<file path="src/rtl/clk_halt_pkg.sv">
package clk_halt_pkg;
  typedef enum logic [1:0] {
    ST_RUN  = 2'd0,
    ST_HALT = 2'd1,
    ST_WARM = 2'd2
  } run_state_e;

  localparam int unsigned STAT_W      = 3;
  localparam logic [2:0]  STAT_PASSIVE = 3'b111;
  localparam logic [2:0]  STAT_HALT    = 3'b011;
endpackage

</file>
<file path="src/rtl/chc_sync.sv">
module chc_sync #(
  parameter int unsigned         W       = 2,
  parameter logic [W-1:0]        RST_VAL = '0
) (
  input  logic         clk_i,
  input  logic         rst_ni,
  input  logic [W-1:0] d_i,
  output logic [W-1:0] q_o
);
  for (genvar g = 0; g < W; g++) begin : g_bit
    logic s1_q, s2_q;
    always_ff @(posedge clk_i or negedge rst_ni) begin
      if (!rst_ni) begin
        s1_q <= RST_VAL[g];
        s2_q <= RST_VAL[g];
      end else begin
        s1_q <= d_i[g];
        s2_q <= s1_q;
      end
    end
    assign q_o[g] = s2_q;
  end
endmodule

</file>
<file path="src/rtl/chc_stop_detect.sv">
module chc_stop_detect
  import clk_halt_pkg::*;
(
  input  logic              clk_i,
  input  logic              rst_ni,
  input  logic              arm_i,
  input  logic              pclk_rise_i,
  input  logic [STAT_W-1:0] status_i,
  input  logic              block_i,
  output logic              stop_o
);
  logic prev_passive_q;

  // history only advances on strobes while running
  always_ff @(posedge clk_i or negedge rst_ni) begin
    if (!rst_ni)          prev_passive_q <= 1'b0;
    else if (!arm_i)      prev_passive_q <= 1'b0;
    else if (pclk_rise_i) prev_passive_q <= (status_i == STAT_PASSIVE);
  end


  assign stop_o = arm_i && pclk_rise_i && !block_i && prev_passive_q
                  && (status_i == STAT_HALT);
endmodule

</file>
<file path="src/rtl/chc_warm_timer.sv">
module chc_warm_timer #(
  parameter int unsigned CYCLES = 8192
) (
  input  logic clk_i,
  input  logic rst_ni,
  input  logic en_i,
  output logic tc_o
);
  localparam int unsigned CW = (CYCLES > 2) ? $clog2(CYCLES) : 1;
  localparam logic [CW-1:0] LAST = CW'(CYCLES - 1);

  logic [CW-1:0] cnt_q;

  // cleared whenever not warming
  always_ff @(posedge clk_i or negedge rst_ni) begin
    if (!rst_ni)        cnt_q <= '0;
    else if (!en_i)     cnt_q <= '0;
    else if (!tc_o)     cnt_q <= cnt_q + 1'b1;
  end

  assign tc_o = en_i && (cnt_q == LAST);

  a_r9_warm_from_zero: assert property (@(posedge clk_i) disable iff (!rst_ni)
    $rose(en_i) |-> (cnt_q == '0));
endmodule

</file>
<file path="src/rtl/clk_halt_ctrl.sv">
module clk_halt_ctrl
  import clk_halt_pkg::*;
#(
  parameter int unsigned WARM_CYCLES = 8192
) (
  input  logic              clk_i,
  input  logic              rst_ni,
  input  logic              pclk_rise_i,
  input  logic [STAT_W-1:0] status_i,
  input  logic              start_i,
  input  logic              sys_res_ni,
  input  logic              ext_src_i,
  output logic              clk_run_o,
  output logic              osc_en_o,
  output logic              hold_o
);
  run_state_e state_q, state_d;
  logic [1:0] sync_q;
  logic       start_s, res_n_s, start_d_q;
  logic       start_rise, res_act, restart, blk, stop, warm_tc;

  chc_sync #(.W(2), .RST_VAL(2'b01)) u_sync (
    .clk_i (clk_i),
    .rst_ni(rst_ni),
    .d_i   ({start_i, sys_res_ni}),
    .q_o   (sync_q)
  );
  assign start_s = sync_q[1];
  assign res_n_s = sync_q[0];

  always_ff @(posedge clk_i or negedge rst_ni) begin
    if (!rst_ni) start_d_q <= 1'b0;
    else         start_d_q <= start_s;
  end

  assign start_rise = start_s && !start_d_q;
  assign res_act    = !res_n_s;
  assign restart    = start_rise || res_act;
  assign blk        = start_s || res_act;

  chc_stop_detect u_stop (
    .clk_i      (clk_i),
    .rst_ni     (rst_ni),
    .arm_i      (state_q == ST_RUN),
    .pclk_rise_i(pclk_rise_i),
    .status_i   (status_i),
    .block_i    (blk),
    .stop_o     (stop)
  );

  chc_warm_timer #(.CYCLES(WARM_CYCLES)) u_warm (
    .clk_i (clk_i),
    .rst_ni(rst_ni),
    .en_i  (state_q == ST_WARM),
    .tc_o  (warm_tc)
  );

  always_comb begin
    state_d = state_q;
    unique case (state_q)
      ST_RUN:  if (stop) state_d = ST_HALT;
      ST_HALT: if (restart) state_d = ext_src_i ? ST_RUN : ST_WARM;
      ST_WARM: if (warm_tc) state_d = ST_RUN;
      default: state_d = ST_RUN;
    endcase
  end

  always_ff @(posedge clk_i or negedge rst_ni) begin
    if (!rst_ni) state_q <= ST_RUN;
    else         state_q <= state_d;
  end

  assign clk_run_o = (state_q == ST_RUN);
  assign hold_o    = (state_q == ST_HALT);
  assign osc_en_o  = ext_src_i || (state_q != ST_HALT);

  a_r3_stop_halts: assert property (@(posedge clk_i) disable iff (!rst_ni)
    (clk_run_o && pclk_rise_i && status_i == STAT_HALT && !blk
     && u_stop.prev_passive_q) |=> (hold_o && !clk_run_o));

  a_r6_halt_waits_restart: assert property (@(posedge clk_i) disable iff (!rst_ni)
    (hold_o && !restart) |=> hold_o);

  a_r7_warm_until_tc: assert property (@(posedge clk_i) disable iff (!rst_ni)
    (state_q == ST_WARM && !warm_tc) |=> (!clk_run_o && !hold_o));

  a_r4_xtal_halt_osc_off: assert property (@(posedge clk_i) disable iff (!rst_ni)
    (clk_run_o && !ext_src_i && stop) |=> !osc_en_o);
endmodule

</file>
<file path="config.mk">
export PLATFORM = sky130hd
export DESIGN_NAME = clk_halt_ctrl
export DESIGN_NICKNAME = d
export VERILOG_FILES = /design/src/rtl/clk_halt_pkg.sv /design/src/rtl/chc_sync.sv /design/src/rtl/chc_stop_detect.sv /design/src/rtl/chc_warm_timer.sv /design/src/rtl/clk_halt_ctrl.sv
export SDC_FILE = /design/constraint.sdc
export NUM_CORES = 1
export LEC_CHECK = 0
export BUFFER_PORTS_ARGS = -buffer_cell sky130_fd_sc_hd__buf_2
export CAP_MARGIN = 15
export CORE_MARGIN = 5
export CORE_UTILIZATION = 55
export DETAILED_ROUTE_END_ITERATION = 16
export GPL_TIMING_DRIVEN = 0
export PLACE_DENSITY = 0.8
export SLEW_MARGIN = 20
export SYNTH_ARGS = -nofsm -noshare
export SYNTH_HDL_FRONTEND = slang
export SYNTH_HIERARCHICAL = 1
export SYNTH_SLANG_ARGS = --single-unit
</file>
<file path="constraint.sdc">
create_clock -name clk_i -period 3.9 [get_ports clk_i]
set_clock_uncertainty 0.05 [all_clocks]
set_input_delay 0.78 -clock clk_i [delete_from_list [all_inputs] [get_ports clk_i]]
set_output_delay 0.78 -clock clk_i [all_outputs]
set_load 0.02 [all_outputs]
</file>
Word-level counts from Yosys, hierarchy flattened
Index checks and enable logic that the tools add are counted.
Widths: inputs -> output; s select.

storage, ports and cells
  register bits after elaboration = 21
  input bits = 9
  output and inout bits = 3
  logic and storage cells = 43

operators by class
  $add $sub $neg = 1
  eq/ne operators = 11
  muxes and demuxes = 9
  reductions and logical operators = 14

operators by type and width
  kind                   number
  $mux 13                2
  $add 13x1->13 const B  1
  $eq 13x13->1 const B   1
  $mux 2                 4
  $ne 2x2->1 const B     4
  $logic_and 1x1->1      6
  $pmux 2 s3             1
  $ne 2x1->1 const B     2
  $eq 3x2->1 const B     1
  $eq 3x3->1 const B     1
  $logic_not 1->1        3
  $logic_or 1x1->1       3
  $reduce_and 3->1       1
  $eq 2x1->1 const B     1
  $eq 2x2->1 const B     1
  $logic_not 2->1        1
  $mux 1                 2

Logic depth before layout (Yosys ltp)
  depth in word-level cells = 8
  gate-level depth with buffers = 6
  depth with buffers taken out = 6

By module
Netlist, hierarchy kept.

by module, submodules not included
  module           times used  cells each  area each (um2)  sequential area each (um2)
  chc_warm_timer   1           69          666.9            325.3
  clk_halt_ctrl    1           13          146.4            75.1
  chc_sync         1           6           117.6            102.6
  chc_stop_detect  1           6           60.1             25.0

Worst setup path after synthesis
Ideal clock, no wire load.

  path kind = input-to-output
  start point = input ext_src_i
  end point = output osc_en_o
  arrival time = 1.184 ns
  data required time = 3.070 ns
  slack = 1.886 ns
  stages on the path = 1
  path buffers = 0
  path through = or3b_4

between the ends
  cells in the longest elaborated chain, start to end = 1

RTL lines
  item                line                 RTL
  start: declaration  clk_halt_ctrl.sv:12  input logic ext_src_i,
  $logic_or 1x1->1    clk_halt_ctrl.sv:75  assign osc_en_o = ext_src_i || (state_q != ST_HALT);
  end: declaration    clk_halt_ctrl.sv:14  output logic osc_en_o,

No other way between the ends.

Worst setup path in the final report
Same ends and word-level chain as after synthesis.

==> qor.yml <==
placed_design:
  post-place-ws_ns: 1.66
  io_buffers: 11
  placedCellCount: 130
  gp_congestion: 0.801
  dpl.hpwl_um: 1320
layout:
  register_area_um2: 528
  fill_cells: 150
  fin_nets: 120
  area_delta_synth_final_pct: 11.5
  drive_gt1_share_pct: 24.8
  multi_input_comb_area_um2: 433
  mostFrequentLayoutCells: "dfrtp_1 (19), nor2_1 (11), buf_2 (11), a21oi_1 (5)"
  final_core_util_pct: 64.0
  antenna_cells: 0
  final_cells: 134
  layout_commonest_cell: "dfrtp_1"
sta:
  worst_hold_slack_ns: 0.318
  setup_tns_ns: 0
  tightest_slew_ns: 0.500
  finalMaxSlewViolations: 0
  setup_slack_ns: 1.67
  hold_violations: 0
  fmax_mhz: 447
  slew_headroom_pct: 66.4
  rsz0062_at_grt: "no"
  min_period_over_period_pct: 57.3
  period_needed_ns: 2.23
  setup_viol: 0
detailed_routing:
  vias: 771
  first_pass_iters: 4
  drt_iter0_drc: 19
  vias_per_cell: 5.75
  drc: 0
  post_drt_wl_per_cell_um: 13.5
  drtAntennaViolNets: 0
  wl_um: 1810
worst_setup_path:
  start_kind: "input port"
  cp-end-kind: "primary output"
  crit_arrival_ns: 1.40
  critPathMaxFanout: 2
  required_ns: 3.07
  criticalPathCategory: "input port to primary output"
clock_network:
  cts_sinks: 21
  cts_hold_buf: 0
  cts_buffers: 3
  clkTransAtPathRegs_ns: 0.12
  clock_latency_ns: 0.31
  clockBufferDepth: 2
  cts_root_buf: "clkbuf_4"
  cts_tree: "built"
  ctsResizeCount: 0
  cts.htree.levels: 1
  postCtsSetupBuffers: 0
power_and_ir_drop:
  p_seq_share_pct: 63.4
  power_switching_uw: 85.6
  p_leak_nw: 0.481
  p_per_area_nw_per_um2: 322
  comb_power_share_pct: 6.1
  switching_share_pct: 24.1
  p_int_uw: 270
  clkPwrFrac_pct: 30.5
  ir_drop_mv: 0.198
floorplanning:
  ioPinCount: 12
  fp.coreArea_um2: 1730
  die-area_um2: 2750
  die_w_um: 52.4
  fp-row-count: 15
  initial_core_util_pct: 57.4
  die_y_um: 52.4
global_routing:
  grt_pass1_wl_um: 3180
  grt_max_degree: 22
  antenna_found_initial: 0
  grt_pass1_vias: 715
  track_usage_pct: 15.9
  grt-ovfl-total: 0
min_path:
  min_path_type: "register to register"
yosys:
  ys.flop_type: "dfrtp_1"
  syn_area_um2: 991
  ys_seq_elements: 21
  seq_area_frac_synth_pct: 53.3
  synth_cell_types: 38
  async_reset_ff_share_pct: 100
  syn_inst: 94
  syn_area_per_cell_um2: 10.5
  synth_nets: 104
  synth_edf_count: 0
  ys_warn_count: 6
outcome:
  outcome: "finished, final reports clean"
run:
  maxCapViolations: 0
critical path, stage by stage:
cell    delay [ns]
buf_2         0.09
or3b_4        0.36
buf_2         0.17
metal layers:
layer,wire (µm),global-route usage (%),up-vias
li1,-,-,376
met1,801,21.4,374
met2,869,24.0,15
met3,93,3.42,6
met4,40,7.66,0
met5,0,0,-
cell usage after synthesis, drive strengths merged (3+ instances only):
master   n  area [µm²]
inv      3        11.3
nand4    4        25.0
a31oi    4        25.0
nand2b   3        18.8
o21ai    4        20.0
a21oi    6        33.8
o31ai    3        22.5
nand2    4        17.5
nand3    3        20.0
nor3     3        15.0
nor2    11        41.3
dfrtp   19         475
power by group through the flow:
stage	registers (mW)	logic (mW)	clock network, mW
finish	0.225	0.0215	0.108
global route	0.226	0.0247	0.120
CTS	0.225	0.0221	0.114
detailed placement	0.230	0.0220	0
global placement	0.229	0.0211	0
floorplan	0.229	0.0108	0
cell families (layout without fill, tap and decap cells):
group           Yosys count  after routing  synth area share [%]
flops                    21             21                  53.3
xor+xnor                  1              1                 0.884
simple gates             42             42                  26.4
fa+ha+maj                 1              1                  1.26
compound gates           22             22                  14.1
buf+inv                   6             21                  3.03
mux                       1              1                  1.01
registers in the layout, indices dropped and copies added, names as in the netlist:
name	count
u_stop/prev_passive_q	1
u_sync/g_bit.s1_q	2
u_warm/cnt_q	13
start_d_q	1
state_q	2
u_sync/g_bit.s2_q	2
final timing paths:
path                            depth (start not counted)  slack (ns)                        endpoint                            from
worst max-delay path                                    3        1.67                        osc_en_o                       ext_src_i
worst min-delay path                                    0        0.32  u_sync/g_bit[0].s2_q$_DFF_PN1_  u_sync/g_bit[0].s1_q$_DFF_PN1_
worst max register to register                          6        2.00          state_q[1]$_DFFE_PN0P_     u_warm/cnt_q[0]$_DFFE_PN0P_
worst min register to register                          0        0.32  u_sync/g_bit[0].s2_q$_DFF_PN1_  u_sync/g_bit[0].s1_q$_DFF_PN1_
max in group asynchronous                               1        3.12  u_sync/g_bit[0].s2_q$_DFF_PN1_                          rst_ni
min in group asynchronous                               1        0.34     u_warm/cnt_q[1]$_DFFE_PN0P_                          rst_ni
through the flow:
stage	power, mW	area, µm²
5_1_grt	0.371	1100
2_1_floorplan	0.240	991
6_report	0.355	1100
4_1_cts	0.361	1100
3_3_place_gp	0.250	1080
3_5_place_dp	0.252	1080
layout make-up:
type	instances	area share, %
sequential	21	47.8
multi-input combinational	67	39.2
timing repair buffer	11	4.98
tap	25	2.83
clock buffer	3	2.04
buffer	2	1.36
inverter	4	1.36
clock inverter	1	0.453
(Power assumes the default switching activity.)
